## src/rtl/rlp_pkg.sv

```systemverilog
package rlp_pkg;
    typedef enum logic [0:0] {
        S_IDLE  = 1'b0,
        S_OFFER = 1'b1
    } req_state_e;
endpackage

```

## src/rtl/rlp_track.sv

```systemverilog
// Tracking table: per-row conflict and access counters, LRU replacement,
// and the promotion decision.
module rlp_track #(
    parameter int ROW_W   = 16,
    parameter int ENTRIES = 4,
    parameter int CNT_W   = 4
) (
    input  logic             clk,
    input  logic             rst_n,
    input  logic             acc_valid,
    input  logic [ROW_W-1:0] acc_row,
    input  logic             acc_conflict,
    input  logic             allow,
    input  logic [CNT_W-1:0] thr_c,
    input  logic [CNT_W-1:0] thr_a,
    output logic             issue,
    output logic [ROW_W-1:0] issue_row,
    output logic [CNT_W-1:0] issue_conf
);
    localparam int IDX_W = (ENTRIES > 1) ? $clog2(ENTRIES) : 1;
    localparam logic [CNT_W-1:0] CMAX = {CNT_W{1'b1}};

    logic             vld    [ENTRIES];
    logic [ROW_W-1:0] tag    [ENTRIES];
    logic [CNT_W-1:0] conf_q [ENTRIES];
    logic [CNT_W-1:0] acc_q  [ENTRIES];
    logic [IDX_W-1:0] rank   [ENTRIES];

    logic             hit_any, free_any;
    logic [IDX_W-1:0] hit_idx, free_idx, lru_idx, sel_idx;
    logic [CNT_W-1:0] base_c, base_a, nxt_c, nxt_a;

    always_comb begin
        hit_any  = 1'b0;
        free_any = 1'b0;
        hit_idx  = '0;
        free_idx = '0;
        lru_idx  = '0;
        for (int i = ENTRIES - 1; i >= 0; i--) begin
            if (vld[i] && tag[i] == acc_row) begin
                hit_any = 1'b1;
                hit_idx = IDX_W'(i);
            end
            if (!vld[i]) begin
                free_any = 1'b1;
                free_idx = IDX_W'(i);
            end
            if (rank[i] == IDX_W'(ENTRIES - 1)) begin
                lru_idx = IDX_W'(i);
            end
        end
        sel_idx = hit_any ? hit_idx : (free_any ? free_idx : lru_idx);
        base_c  = hit_any ? conf_q[sel_idx] : '0;
        base_a  = hit_any ? acc_q[sel_idx]  : '0;
        nxt_a   = (base_a == CMAX) ? base_a : base_a + 1'b1;
        nxt_c   = (acc_conflict && base_c != CMAX) ? base_c + 1'b1 : base_c;
    end

    assign issue      = acc_valid && allow && (nxt_c > thr_c) && (nxt_a > thr_a);
    assign issue_row  = acc_row;
    assign issue_conf = nxt_c;

    always_ff @(posedge clk) begin
        if (!rst_n) begin
            for (int i = 0; i < ENTRIES; i++) begin
                vld[i]    <= 1'b0;
                tag[i]    <= '0;
                conf_q[i] <= '0;
                acc_q[i]  <= '0;
                rank[i]   <= IDX_W'(i);
            end
        end else if (acc_valid) begin
            vld[sel_idx]    <= !issue;
            tag[sel_idx]    <= acc_row;
            conf_q[sel_idx] <= nxt_c;
            acc_q[sel_idx]  <= nxt_a;
            for (int i = 0; i < ENTRIES; i++) begin
                if (IDX_W'(i) == sel_idx) begin
                    rank[i] <= '0;
                end else if (rank[i] < rank[sel_idx]) begin
                    rank[i] <= rank[i] + 1'b1;
                end
            end
        end
    end
endmodule

```

## src/rtl/rlp_tune.sv

```systemverilog
// Interval accounting and threshold retuning.
module rlp_tune #(
    parameter int CNT_W  = 4,
    parameter int MC_W   = 8,
    parameter int SUM_W  = 12,
    parameter int COST_W = 8,
    parameter int GAIN_W = 8,
    parameter int INIT_C = 2,
    parameter int INIT_A = 3
) (
    input  logic              clk,
    input  logic              rst_n,
    input  logic              tick,
    input  logic              issue,
    input  logic [CNT_W-1:0]  issue_conf,
    input  logic [CNT_W-1:0]  thr_max,
    input  logic [COST_W-1:0] mig_cost,
    input  logic [GAIN_W-1:0] conflict_gain,
    output logic [CNT_W-1:0]  thr_c,
    output logic [CNT_W-1:0]  thr_a
);
    localparam int CP_W = MC_W + COST_W;
    localparam int BP_W = SUM_W + GAIN_W;
    localparam int PW   = (CP_W > BP_W) ? CP_W : BP_W;

    logic [MC_W-1:0]  mig_n;
    logic [SUM_W-1:0] conf_sum;
    logic [SUM_W:0]   sum_ext;
    logic [PW-1:0]    cost, benefit;
    logic             raise;

    assign cost    = PW'(mig_n) * PW'(mig_cost);
    assign benefit = PW'(conf_sum) * PW'(conflict_gain);
    assign raise   = cost > benefit;
    assign sum_ext = {1'b0, conf_sum} + (SUM_W + 1)'(issue_conf);

    function automatic logic [CNT_W-1:0] retune(input logic [CNT_W-1:0] cur,
                                                input logic up,
                                                input logic [CNT_W-1:0] lim);
        logic [CNT_W-1:0] cand;
        if (up) cand = (cur == {CNT_W{1'b1}}) ? cur : cur + 1'b1;
        else    cand = (cur <= CNT_W'(1)) ? CNT_W'(1) : cur - 1'b1;
        if (cand > lim)      cand = lim;
        if (cand == '0)      cand = CNT_W'(1);
        return cand;
    endfunction

    always_ff @(posedge clk) begin
        if (!rst_n) begin
            thr_c    <= CNT_W'(INIT_C);
            thr_a    <= CNT_W'(INIT_A);
            mig_n    <= '0;
            conf_sum <= '0;
        end else if (tick) begin
            thr_c    <= retune(thr_c, raise, thr_max);
            thr_a    <= retune(thr_a, raise, thr_max);
            mig_n    <= issue ? MC_W'(1) : '0;
            conf_sum <= issue ? SUM_W'(issue_conf) : '0;
        end else if (issue) begin
            if (mig_n != {MC_W{1'b1}}) mig_n <= mig_n + 1'b1;
            conf_sum <= sum_ext[SUM_W] ? {SUM_W{1'b1}} : sum_ext[SUM_W-1:0];
        end
    end
endmodule

```

## src/rtl/rlp_req.sv

```systemverilog
// Request handshake state machine.
module rlp_req
    import rlp_pkg::*;
#(
    parameter int ROW_W = 16
) (
    input  logic             clk,
    input  logic             rst_n,
    input  logic             issue,
    input  logic [ROW_W-1:0] issue_row,
    input  logic             mig_ready,
    output logic             allow,
    output logic             mig_valid,
    output logic [ROW_W-1:0] mig_row
);
    req_state_e state_q, state_d;

    always_ff @(posedge clk) begin
        if (!rst_n) state_q <= S_IDLE;
        else        state_q <= state_d;
    end

    always_ff @(posedge clk) begin
        if (!rst_n)     mig_row <= '0;
        else if (issue) mig_row <= issue_row;
    end

    always_comb begin
        state_d = state_q;
        unique case (state_q)
            S_IDLE:  if (issue)     state_d = S_OFFER;
            S_OFFER: if (mig_ready) state_d = S_IDLE;
            default: state_d = S_IDLE;
        endcase
    end

    always_comb begin
        unique case (state_q)
            S_IDLE: begin
                allow     = 1'b1;
                mig_valid = 1'b0;
            end
            S_OFFER: begin
                allow     = 1'b0;
                mig_valid = 1'b1;
            end
            default: begin
                allow     = 1'b0;
                mig_valid = 1'b0;
            end
        endcase
    end
endmodule

```

## src/rtl/rowloc_promoter.sv

```systemverilog
module rowloc_promoter #(
    parameter int ROW_W   = 16,
    parameter int ENTRIES = 4,
    parameter int CNT_W   = 4,
    parameter int MC_W    = 8,
    parameter int SUM_W   = 12,
    parameter int COST_W  = 8,
    parameter int GAIN_W  = 8,
    parameter int INIT_C  = 2,
    parameter int INIT_A  = 3
) (
    input  logic              clk,
    input  logic              rst_n,
    input  logic              acc_valid,
    input  logic [ROW_W-1:0]  acc_row,
    input  logic              acc_conflict,
    input  logic              interval_tick,
    input  logic [CNT_W-1:0]  thr_max,
    input  logic [COST_W-1:0] mig_cost,
    input  logic [GAIN_W-1:0] conflict_gain,
    output logic              mig_valid,
    input  logic              mig_ready,
    output logic [ROW_W-1:0]  mig_row
);
    logic             issue, allow;
    logic [ROW_W-1:0] issue_row;
    logic [CNT_W-1:0] issue_conf, thr_c, thr_a;

    rlp_track #(.ROW_W(ROW_W), .ENTRIES(ENTRIES), .CNT_W(CNT_W)) i_track (
        .clk(clk), .rst_n(rst_n), .acc_valid(acc_valid), .acc_row(acc_row),
        .acc_conflict(acc_conflict), .allow(allow), .thr_c(thr_c), .thr_a(thr_a),
        .issue(issue), .issue_row(issue_row), .issue_conf(issue_conf)
    );

    rlp_tune #(.CNT_W(CNT_W), .MC_W(MC_W), .SUM_W(SUM_W), .COST_W(COST_W),
               .GAIN_W(GAIN_W), .INIT_C(INIT_C), .INIT_A(INIT_A)) i_tune (
        .clk(clk), .rst_n(rst_n), .tick(interval_tick), .issue(issue),
        .issue_conf(issue_conf), .thr_max(thr_max), .mig_cost(mig_cost),
        .conflict_gain(conflict_gain), .thr_c(thr_c), .thr_a(thr_a)
    );

    rlp_req #(.ROW_W(ROW_W)) i_req (
        .clk(clk), .rst_n(rst_n), .issue(issue), .issue_row(issue_row),
        .mig_ready(mig_ready), .allow(allow), .mig_valid(mig_valid), .mig_row(mig_row)
    );
endmodule

```

## config.mk

```make
export PLATFORM = sky130hd
export DESIGN_NAME = rowloc_promoter
export DESIGN_NICKNAME = d
export VERILOG_FILES = /design/src/rtl/rlp_pkg.sv /design/src/rtl/rlp_track.sv /design/src/rtl/rlp_tune.sv /design/src/rtl/rlp_req.sv /design/src/rtl/rowloc_promoter.sv
export SDC_FILE = /design/constraint.sdc
export NUM_CORES = 1
export LEC_CHECK = 0
export ABC_AREA = 1
export ABC_CLOCK_PERIOD_IN_PS = 14200
export BUFFER_PORTS_ARGS = -buffer_cell sky130_fd_sc_hd__buf_2
export CORE_ASPECT_RATIO = 1.2
export CORE_UTILIZATION = 55
export CTS_BUF_LIST = sky130_fd_sc_hd__clkbuf_8
export DETAILED_ROUTE_END_ITERATION = 6
export PLACE_DENSITY = 0.72
export SETUP_SLACK_MARGIN = 0.1
export SLEW_MARGIN = 20
export SYNTH_ARGS = -nofsm -noshare
export SYNTH_HDL_FRONTEND = slang
export SYNTH_HIERARCHICAL = 1
export SYNTH_SLANG_ARGS = --single-unit
```

## constraint.sdc

```tcl
create_clock -name clk -period 14.2 [get_ports clk]
set_input_delay 1.42 -clock clk [delete_from_list [all_inputs] [get_ports clk]]
set_output_delay 1.42 -clock clk [all_outputs]
set_load 0.05 [all_outputs]
```

==> results.sh <==
export IMPL_clock_pin_slew_of_the_registers_on_the_worst_case_setup_and_hold_paths_ps=90
export IMPL_ys_seq_area_share_pct=25.8
export IMPL_place_congestion=0.985
export IMPL_first_pass_grt_wire_length_microns=65900
export IMPL_hold_path_class="flop to flop"
export IMPL_dpl_hpwl_microns=31500
export IMPL_antenna_left=0
export IMPL_post_route_min_period_ps=7610
export IMPL_maxCapViolCount=0
export IMPL_cp_data_required_time_ps=14630
export IMPL_first_iter_violations=742
export IMPL_critical_path_top_cell_by_count="sky130_fd_sc_hd__nand2_1"
export IMPL_p_clk_share_pct=24.4
export IMPL_cts_htree_levels=4
export IMPL_drt_pass1_iterations=5
export IMPL_fp_dieArea_sq_um=29700
export IMPL_tns_ps=0
export IMPL_clkLatencyLatePin_ps=480
export IMPL_net_switching_power_mw=0.511
export IMPL_grt_use_total_pct=28.5
export IMPL_timing_critical_path_from_type="input port"
export IMPL_whs_ps=470
export IMPL_report_final_setup_viol=0
export IMPL_synth_top_area_share_pct=19.8
export IMPL_worstMarginPinSlew_ps=847
export IMPL_top_level_ports=59
export IMPL_yosys_register_bits=153
export IMPL_synth_area_leader_cell="sky130_fd_sc_hd__edfxtp_1"
export IMPL_std_cell_rows=67
export IMPL_n_antenna_cell=0
export IMPL_worst_slew_margin_rel_pct=43.3
export IMPL_utilization_pct=59.2
export IMPL_seqPwrFrac_pct=41.4
export IMPL_synthTopCellsByArea="sky130_fd_sc_hd__edfxtp_1 20%, sky130_fd_sc_hd__nand2_1 14%, sky130_fd_sc_hd__fa_1 12%, sky130_fd_sc_hd__inv_1 12%, sky130_fd_sc_hd__ha_1 10%"
export IMPL_mappedNetlistArea_sq_um=16000
export IMPL_cts_buffers_inserted=17
export IMPL_final_max_slew_violation_count=0
export IMPL_critical_path_max_fanout=9
export IMPL_finish_net_count=2524
export IMPL_power_combinational_fraction_pct=34.1
export IMPL_die_height_microns=189
export IMPL_num_vias=13800
export IMPL_crit_arrival_ps=8030
export IMPL_fmax_mhz=131
export IMPL_synth_async_reset_ratio_pct=0
export IMPL_outcome="finished clean"
export IMPL_ys_warn_count=6
export IMPL_finalCritPeriodShare_pct=53.6
export IMPL_power_leakage_nw=9.46
export IMPL_worstSetupEndpointType="flop"
export IMPL_syn_avg_cell_area_sq_um=7.09
export IMPL_clock_tree_skew_after_final_layout_ps=7.58
export IMPL_cpPeakStageDelay_ps=550
export IMPL_layout_area_overhead_vs_synth_pct=4.70
export IMPL_globalRoute_totalOverflow=0
export IMPL_viasPerCell=5.22
export IMPL_die_w_microns=158
export IMPL_grt_max_degree=40
export IMPL_holdBufCountCts=0
export IMPL_rsz0062_at_grt="no"
export IMPL_start_util_pct=56.5
export IMPL_power_per_cell_area_nw_per_um2=77.4
export IMPL_placement_io_buffers=58
export IMPL_timing_critical_path_slowest_stage_cell="sky130_fd_sc_hd__fa_1"
export IMPL_number_of_enable_flip_flop_cells_after_synthesis=105
export IMPL_yosys_cell_types_count=58
export IMPL_drive_above_1_share_pct=7.45
export IMPL_path_class="input port to flop"
export IMPL_cts_root_to_sink_buffers=2
export IMPL_wl_microns=39800
export IMPL_internal_power_mw=0.782
export IMPL_ys_dominant_reg_cell="sky130_fd_sc_hd__edfxtp_1"
export IMPL_drt_wirelength_per_cell_microns=15.0
export IMPL_tritoncts="yes"
export IMPL_synthCells=2250
export IMPL_power_switching_fraction_pct=39.5
export IMPL_coreArea_sq_um=28300
export IMPL_cts_num_sinks=153
export IMPL_synth_net_count=2518
export IMPL_drcViolationCount=0
export IMPL_cts_post_setup_buffers_inserted=0
export IMPL_cts_root_buf="sky130_fd_sc_hd__clkbuf_8"
export IMPL_post_cts_resized=0
export IMPL_initial_antenna_violation_count=0
export IMPL_finalHoldViolations=0
export IMPL_n_fill_cell=2678
export IMPL_first_global_vias=13700
export IMPL_ir_worst_vdd_v=0.0000593
path summary, 6_finish.rpt:
kind,slack (ps),startpoint,endpoint,cells after the start
worst min-delay path,470,i_req/mig_row[5]$_SDFFE_PN0P_,i_req/mig_row[5]$_SDFFE_PN0P_,2
worst min register to register,470,i_req/mig_row[5]$_SDFFE_PN0P_,i_req/mig_row[5]$_SDFFE_PN0P_,2
worst max-delay path,6590,mig_cost[4],i_tune/thr_a[0]$_SDFFE_PN1P_,37
worst max register to register,7070,i_tune/mig_n[0]$_SDFFE_PN0P_,i_tune/thr_a[0]$_SDFFE_PN1P_,35
cell usage after synthesis (4+ instances only):
cell / instances
sky130_fd_sc_hd__a21oi_1: 62
sky130_fd_sc_hd__a31oi_1: 6
sky130_fd_sc_hd__and3_1: 4
sky130_fd_sc_hd__buf_2: 6
sky130_fd_sc_hd__buf_4: 19
sky130_fd_sc_hd__buf_6: 4
sky130_fd_sc_hd__clkbuf_1: 46
sky130_fd_sc_hd__dfxtp_1: 48
sky130_fd_sc_hd__edfxtp_1: 105
sky130_fd_sc_hd__fa_1: 97
sky130_fd_sc_hd__ha_1: 129
sky130_fd_sc_hd__inv_1: 499
sky130_fd_sc_hd__inv_2: 21
sky130_fd_sc_hd__nand2_1: 605
sky130_fd_sc_hd__nand2_2: 11
sky130_fd_sc_hd__nand2_4: 7
sky130_fd_sc_hd__nand3_1: 82
sky130_fd_sc_hd__nand3_2: 6
sky130_fd_sc_hd__nand3b_1: 9
sky130_fd_sc_hd__nand4_1: 36
sky130_fd_sc_hd__nor2_1: 250
sky130_fd_sc_hd__nor2_2: 6
sky130_fd_sc_hd__nor2_4: 6
sky130_fd_sc_hd__nor3_1: 21
sky130_fd_sc_hd__nor4_1: 9
sky130_fd_sc_hd__o211ai_1: 7
sky130_fd_sc_hd__o21ai_0: 44
sky130_fd_sc_hd__o21ai_1: 4
sky130_fd_sc_hd__o21ai_2: 5
sky130_fd_sc_hd__o21bai_1: 5
sky130_fd_sc_hd__o22ai_1: 8
sky130_fd_sc_hd__xnor2_1: 22
sky130_fd_sc_hd__xor2_1: 26
cell families after synthesis:
family          count (synthesis)  share of synthesized area [%]
simple gates                 1063                           28.3
xor+xnor                       49                           2.81
compound gates                159                           5.82
buf+inv                       600                           15.0
fa+ha+maj                     226                           22.3
flops                         153                           25.8
flip-flops by register name, indices dropped and copies added, names as in the netlist:
register / cells
i_tune/thr_c: 4
i_track/tag: 64
i_track/vld: 4
i_tune/thr_a: 4
i_tune/conf_sum: 12
i_req/mig_row: 16
i_track/acc_q: 16
i_track/conf_q: 16
i_req/state_q: 1
i_track/rank: 8
i_tune/mig_n: 8
cell usage in the layout, fill, tap and decap left out, types with 7 or more instances in the layout:
cell | netlist | routed
sky130_fd_sc_hd__o211ai_1 | 7 | 7
sky130_fd_sc_hd__nor4_1 | 9 | 9
sky130_fd_sc_hd__xnor2_1 | 22 | 22
sky130_fd_sc_hd__fa_1 | 97 | 97
sky130_fd_sc_hd__buf_2 | 6 | 58
sky130_fd_sc_hd__inv_1 | 499 | 499
sky130_fd_sc_hd__xor2_1 | 26 | 26
sky130_fd_sc_hd__nand4_1 | 36 | 36
sky130_fd_sc_hd__nor3_1 | 21 | 21
sky130_fd_sc_hd__nand2_2 | 11 | 11
sky130_fd_sc_hd__nand3_1 | 82 | 82
sky130_fd_sc_hd__o22ai_1 | 8 | 8
sky130_fd_sc_hd__nor2_1 | 250 | 250
sky130_fd_sc_hd__inv_2 | 21 | 21
sky130_fd_sc_hd__nand2_1 | 605 | 605
sky130_fd_sc_hd__edfxtp_1 | 105 | 105
sky130_fd_sc_hd__clkbuf_8 | 1 | 17
sky130_fd_sc_hd__o21ai_0 | 44 | 44
sky130_fd_sc_hd__dfxtp_1 | 48 | 48
sky130_fd_sc_hd__buf_4 | 19 | 7
sky130_fd_sc_hd__nand3b_1 | 9 | 9
sky130_fd_sc_hd__a21oi_1 | 62 | 62
sky130_fd_sc_hd__ha_1 | 129 | 129
sky130_fd_sc_hd__nand2_4 | 7 | 7
routing by layer:
layer  share of wire [%]  track usage, %  up-vias
met5                   0               0        -
met4                 3.4            12.9        0
met3                 3.4            2.97       95
met2                  53            53.4      328
met1                  40            32.1     6546
li1                    -               -     6854
power by group through the flow:
stage / logic (mW) / registers, mW / clock network [mW]
after global placement: 0.429 / 0.545 / 0
after floorplan: 0.325 / 0.554 / 0
after CTS: 0.441 / 0.536 / 0.323
after global routing: 0.502 / 0.540 / 0.339
after detailed placement: 0.439 / 0.546 / 0
final: 0.441 / 0.536 / 0.316
per-stage QoR:
stage          power, mW  instance area, sq um  setup slack, ps  cells
2_1_floorplan      0.879                 16000             6670   2250
3_3_place_gp       0.974                 16300             6330   2616
3_5_place_dp       0.985                 16300             6140   2616
4_1_cts             1.30                 16700             6650   2648
5_1_grt             1.38                 16700             6060   2648
6_report            1.29                 16700             6590   2648
layout make-up:
class	instances	area, sq um	share of cell area [%]
repair buffers	65	343	2.05
flip-flops and latches	153	4110	24.6
inverters	522	1960	11.7
clock inverters	15	134	0.801
multi-input cells	1497	9450	56.6
clock buffers	17	234	1.40
well taps	379	474	2.84
worst max-delay path: cells and delay by family:
kind | cells | cell delay [ps]
compound gates | 9 | 1620
xor+xnor | 1 | 90
fa+ha+maj | 7 | 2950
buf+inv | 4 | 300
simple gates | 16 | 1630
(Power assumes the default switching activity.)
